File: src/rtl/sp_split_pkg.sv
package sp_split_pkg;

    // Byte offset bits inside one page (8 KB)
    localparam int PAGE_SHIFT = 13;
    // Alignment bits a superpage size must clear (32 KB)
    localparam int SP_SHIFT   = 15;

    typedef enum logic [1:0] {
        SZ_OK        = 2'd0,
        SZ_ZERO      = 2'd1,
        SZ_UNALIGNED = 2'd2
    } size_verdict_e;

endpackage

File: src/rtl/sp_size_check.sv
module sp_size_check
    import sp_split_pkg::*;
#(
    parameter int SIZE_W = 20
) (
    input  logic [SIZE_W-1:0] size,
    output size_verdict_e     verdict
);

    always_comb begin
        if (size == '0)
            verdict = SZ_ZERO;
        else if (size[SP_SHIFT-1:0] != '0)
            verdict = SZ_UNALIGNED;
        else
            verdict = SZ_OK;
    end

endmodule

File: src/rtl/sp_slot_queue.sv
module sp_slot_queue #(
    parameter int DEPTH  = 32,
    parameter int DATA_W = 26,
    localparam int IDX_W = $clog2(DEPTH),
    localparam int CNT_W = $clog2(DEPTH + 1)
) (
    input  logic              clk,
    input  logic              rst,
    input  logic              push,
    input  logic [DATA_W-1:0] push_data,
    input  logic              pop,
    output logic [DATA_W-1:0] head_data,
    output logic [IDX_W-1:0]  head_idx,
    output logic [CNT_W-1:0]  count,
    output logic              full,
    output logic              push_ok
);

    logic [DATA_W-1:0] mem [DEPTH];
    logic [IDX_W-1:0]  wr_ptr;
    logic [IDX_W-1:0]  rd_ptr;
    logic              pop_ok;

    function automatic logic [IDX_W-1:0] bump(input logic [IDX_W-1:0] p);
        return (p == IDX_W'(DEPTH - 1)) ? '0 : p + 1'b1;
    endfunction

    assign full      = (count == CNT_W'(DEPTH));
    assign push_ok   = push && !full;
    assign pop_ok    = pop && (count != '0);
    assign head_data = mem[rd_ptr];
    assign head_idx  = rd_ptr;

    always_ff @(posedge clk) begin
        if (push_ok)
            mem[wr_ptr] <= push_data;
    end

    always_ff @(posedge clk) begin
        if (rst) begin
            wr_ptr <= '0;
            rd_ptr <= '0;
            count  <= '0;
        end else begin
            if (push_ok)
                wr_ptr <= bump(wr_ptr);
            if (pop_ok)
                rd_ptr <= bump(rd_ptr);
            case ({push_ok, pop_ok})
                2'b10:   count <= count + 1'b1;
                2'b01:   count <= count - 1'b1;
                default: count <= count;
            endcase
        end
    end

endmodule

File: src/rtl/sp_page_walker.sv
module sp_page_walker
    import sp_split_pkg::*;
#(
    parameter int ADDR_W  = 32,
    parameter int PAGES_W = 7,
    localparam int FRAME_W = ADDR_W - PAGE_SHIFT
) (
    input  logic               clk,
    input  logic               rst,
    input  logic               head_valid,
    input  logic [FRAME_W-1:0] head_frame,
    input  logic [PAGES_W-1:0] head_pages,
    input  logic               ready,
    output logic               valid,
    output logic [ADDR_W-1:0]  addr,
    output logic               last_fire
);

    logic [PAGES_W-1:0] page_idx;
    logic [FRAME_W-1:0] cur_frame;
    logic               is_last;
    logic               fire;

    assign valid     = head_valid;
    assign cur_frame = head_frame + FRAME_W'(page_idx);
    assign addr      = {cur_frame, {PAGE_SHIFT{1'b0}}};
    assign is_last   = (page_idx == head_pages - 1'b1);
    assign fire      = valid && ready;
    assign last_fire = fire && is_last;

    always_ff @(posedge clk) begin
        if (rst)
            page_idx <= '0;
        else if (last_fire)
            page_idx <= '0;
        else if (fire)
            page_idx <= page_idx + 1'b1;
    end

endmodule

File: src/rtl/sp_splitter.sv
module sp_splitter
    import sp_split_pkg::*;
#(
    parameter int ADDR_W = 32,
    parameter int SIZE_W = 20,
    parameter int DEPTH  = 32
) (
    input  logic                       clk,
    input  logic                       rst,
    input  logic                       desc_we,
    input  logic [ADDR_W-1:0]          desc_start,
    input  logic [SIZE_W-1:0]          desc_size,
    output logic                       pg_valid,
    input  logic                       pg_ready,
    output logic [ADDR_W-1:0]          pg_addr,
    output logic                       sp_done,
    output logic [$clog2(DEPTH)-1:0]   sp_done_slot,
    output logic                       err_bad_size,
    output logic                       err_overflow,
    output logic [$clog2(DEPTH+1)-1:0] slots_used
);

    localparam int FRAME_W = ADDR_W - PAGE_SHIFT;
    localparam int PAGES_W = SIZE_W - PAGE_SHIFT;
    localparam int ENTRY_W = FRAME_W + PAGES_W;

    typedef struct packed {
        logic [FRAME_W-1:0] frame;
        logic [PAGES_W-1:0] pages;
    } sp_entry_t;

    size_verdict_e verdict;
    sp_entry_t     new_entry;
    sp_entry_t     head_entry;
    logic          legal_push;
    logic          q_full;
    logic          q_push_ok;
    logic          walk_done;

    sp_size_check #(.SIZE_W(SIZE_W)) size_chk_i (
        .size    (desc_size),
        .verdict (verdict)
    );

    assign legal_push      = desc_we && (verdict == SZ_OK);
    assign new_entry.frame = desc_start[ADDR_W-1:PAGE_SHIFT];
    assign new_entry.pages = desc_size[SIZE_W-1:PAGE_SHIFT];

    sp_slot_queue #(.DEPTH(DEPTH), .DATA_W(ENTRY_W)) queue_i (
        .clk       (clk),
        .rst       (rst),
        .push      (legal_push),
        .push_data (new_entry),
        .pop       (walk_done),
        .head_data (head_entry),
        .head_idx  (sp_done_slot),
        .count     (slots_used),
        .full      (q_full),
        .push_ok   (q_push_ok)
    );

    sp_page_walker #(.ADDR_W(ADDR_W), .PAGES_W(PAGES_W)) walker_i (
        .clk        (clk),
        .rst        (rst),
        .head_valid (slots_used != '0),
        .head_frame (head_entry.frame),
        .head_pages (head_entry.pages),
        .ready      (pg_ready),
        .valid      (pg_valid),
        .addr       (pg_addr),
        .last_fire  (walk_done)
    );

    assign sp_done = walk_done;

    always_ff @(posedge clk) begin
        if (rst) begin
            err_bad_size <= 1'b0;
            err_overflow <= 1'b0;
        end else begin
            if (desc_we && verdict != SZ_OK)
                err_bad_size <= 1'b1;
            if (legal_push && !q_push_ok)
                err_overflow <= 1'b1;
        end
    end

endmodule

File: config.mk
export PLATFORM = sky130hd
export DESIGN_NAME = sp_splitter
export DESIGN_NICKNAME = d
export VERILOG_FILES = /design/src/rtl/sp_split_pkg.sv /design/src/rtl/sp_size_check.sv /design/src/rtl/sp_slot_queue.sv /design/src/rtl/sp_page_walker.sv /design/src/rtl/sp_splitter.sv
export SDC_FILE = /design/constraint.sdc
export NUM_CORES = 1
export LEC_CHECK = 0
export BUFFER_PORTS_ARGS = -buffer_cell sky130_fd_sc_hd__clkbuf_2
export CAP_MARGIN = 0
export CORE_MARGIN = 3
export CORE_UTILIZATION = 50
export DETAILED_ROUTE_END_ITERATION = 8
export GPL_ROUTABILITY_DRIVEN = 0
export PLACE_DENSITY = 0.66
export SKIP_LAST_GASP = 1
export SLEW_MARGIN = 40
export SYNTH_ARGS = -nofsm -noshare
export SYNTH_HDL_FRONTEND = slang
export SYNTH_SLANG_ARGS = --single-unit
File: constraint.sdc
create_clock -name clk -period 10.6 [get_ports clk]
set_input_delay 1.06 -clock clk [delete_from_list [all_inputs] [get_ports clk]]
set_output_delay 1.06 -clock clk [all_outputs]
set_load 0.02 [all_outputs]
==> reports/metrics.cfg <==
[timing]
maxSlewViolCount=0
max_freq_ghz=0.140
fin_crit_ns=7.16
relSlewSlack=0.453
skew_ns=0.0193
post-route-period-util=0.675
rsz0062_at_grt=false
hold_viol=0
finalSetupViolations=0
tns_ns=0
tightest_slew_ns=0.819

[critical_path]
path_max_fanout=20
cp.required_ns=9.54
start_kind=flip-flop
crit_type=flip-flop to primary output
end_kind=primary output
cp.arrival_ns=6.10

[clock_network]
numClockSinks=862
cts.path.max_buffers=3
cts_inserted_buffers=86
htreeDepth=3
hold_buffers=0
clkSlewWorstSetupHoldPaths_ns=0.06
clock_latency_ns=0.63
postCtsSetupRepairBufs=0
cts_resized=0
cts_root_buf=clkbuf_16
cts_tree=built

[synthesis]
ys_types=72
post_synth_main_area_contributors=edfxtp_1, mux4_2, mux2i_1
synth_warnings=0
synth-edff-count=832
ys_seq_area_frac=0.746
synthesis.area_mm2=0.0343
syn_area_per_cell_um2=20.9
synth_flop_cell=edfxtp_1
synth_async_sr_flop_share=0
ys_ff_latch=862
yosys.area.top_type=edfxtp_1
yosysTopAreaCellShare=0.729
synthCells=1640

[floorplanning]
fp.dieW_um=268
coreArea_mm2=0.0675
initial_utilization=0.508
num_rows=95
pin_count=103
dieArea_mm2=0.0718
dieHeight_um=268

[global_routing]
grt_use_met2=0.377
grt.met1_usage=0.314
antenna_found_initial=1
grt_pass1_vias=16813
grt_busiest_layer=met2
grt.total_usage=0.225
grt_pass1_wl_mm=116
grtUsageMet3=0.0369
grt_max_degree=90
gr-total-overflow=0

[route]
totalWireLength_mm=79.2
drc=0
first_pass_iters=5
drt_iter0_markers=1616
viasPerCell=6.12
ant_nets=0
vias=16591
route.detailed.wl_per_inst_um=29.2

[job]
maxCapViolCount=0

[power_and_ir_drop]
seqPwrFrac=0.558
p_leak_nw=11.9
swShare=0.196
power_frac_clock=0.434
powerDensity_mw_per_mm2=173
p_total_w=0.00669
p_comb_frac=0.008
p_int_w=0.00538
irDropWorstVdd_mv=0.121
p_sw_w=0.00131

[worst_hold_path]
hp-class=flip-flop to flip-flop
hold_start=err_bad_size

[outcome]
status=completed

[placed_design]
dp_hpwl_mm=42.1
dpl.cell_count=2555
io_buffers=76

[layout]
final_common_cell=edfxtp_1
diodes=0
areaGrowthSynthToFinish_pct=12.5
drive_gt1_frac=0.281
fillers=4945
layout_common_cells=edfxtp_1, mux4_2, clkbuf_16
final_nets=1846
final_cells=2712

## registers in the layout, summed over array words and instances, names as in the netlist, named ones only
name and count:
queue_i.mem 832, walker_i.page_idx 7, queue_i.count 6, queue_i.head_idx 5
queue_i.wr_ptr 5, err_bad_size 1, err_overflow 1
## cell families (layout without fill, tap and decap cells)
logic type | after synthesis | count (layout) | synth area share
AO/OA/AOI/OAI | 104 | 104 | 0.0205
adder cells (fa/ha/maj) | 20 | 20 | 0.00752
multiplexers | 297 | 297 | 0.168
other | 1 | 13 | 0.000109
AND/OR/NAND/NOR | 213 | 213 | 0.0305
buffers and inverters | 110 | 297 | 0.0184
flip-flops | 862 | 862 | 0.746
XOR/XNOR | 33 | 33 | 0.00843
## metrics by stage
step / cell area [um^2] / utilization / setup slack (ns) / hold slack [ns]
floorplan: 34300 / - / 4.59 / 0.490
global placement: 35800 / 0.531 / 3.86 / 0.452
detailed placement: 35900 / 0.532 / 4.01 / 0.467
CTS: 38600 / 0.571 / 3.36 / 0.481
global route: 38600 / 0.571 / 3.01 / 0.504
finish: 38600 / 0.571 / 3.44 / 0.482
## layer usage
metal  routed length (um)  up-vias  part of all wire
met5                   14        -           0.00018
met4                 1690        2             0.021
met3                 5120      115             0.065
met2                40100      568              0.51
met1                32300     8882              0.41
li1                     -     7024                 -
## cell type report
cell class | instances | area, um^2 | area share
clock buffers | 102 | 2240 | 0.0582
flip-flops and latches | 862 | 25600 | 0.664
repair buffers | 120 | 763 | 0.0198
inverters | 20 | 76.3 | 0.00198
well taps | 873 | 1090 | 0.0283
multi-input cells | 680 | 8360 | 0.217
clock inverters | 55 | 439 | 0.0114
## final timing paths
kind,slack [ns],depth (start not counted),end
setup / recovery,3.44,18,pg_addr[31]
setup reg to reg,4.32,20,queue_i.count[4]
hold reg to reg,0.48,2,err_bad_size
hold / removal,0.48,2,err_bad_size
## worst max-delay path: stages, from the launching register on
cell and delay (ns):
dfxtp_1 0.76, clkinv_2 0.74, mux4_2 0.58, nand2_1 0.06
nand2_1 0.19, ha_1 0.20, inv_1 0.06, fa_1 0.43
nor2b_1 0.13, o21ai_0 0.11, a21boi_0 0.24, o21ai_0 0.12
nand2b_1 0.14, a21oi_2 0.17, nor3_1 0.30, nor3b_2 0.33
nand3_1 0.26, xor2_1 0.38, clkbuf_2 0.24
## power groups by stage
stage                     clock (W)  sequential [W]  combinational [W]
final                       0.00290         0.00373          0.0000558
after CTS                   0.00294         0.00373          0.0000558
after global routing        0.00308         0.00373          0.0000621
after floorplan                   0         0.00380         0.00000972
after global placement            0         0.00380          0.0000505
after detailed placement          0         0.00380          0.0000558
## Yosys cell counts, types with 13 or more instances
cell type / count
inv_1: 18
ha_1: 19
mux2i_1: 65
dfxtp_1: 30
edfxtp_1: 832
xnor2_1: 15
buf_2: 33
buf_4: 32
clkbuf_1: 17
o21ai_0: 21
a21oi_1: 26
nand2_1: 56
mux4_2: 215
nor2_1: 68
nor3_1: 13
xor2_1: 18
(Power assumes the default switching activity.)
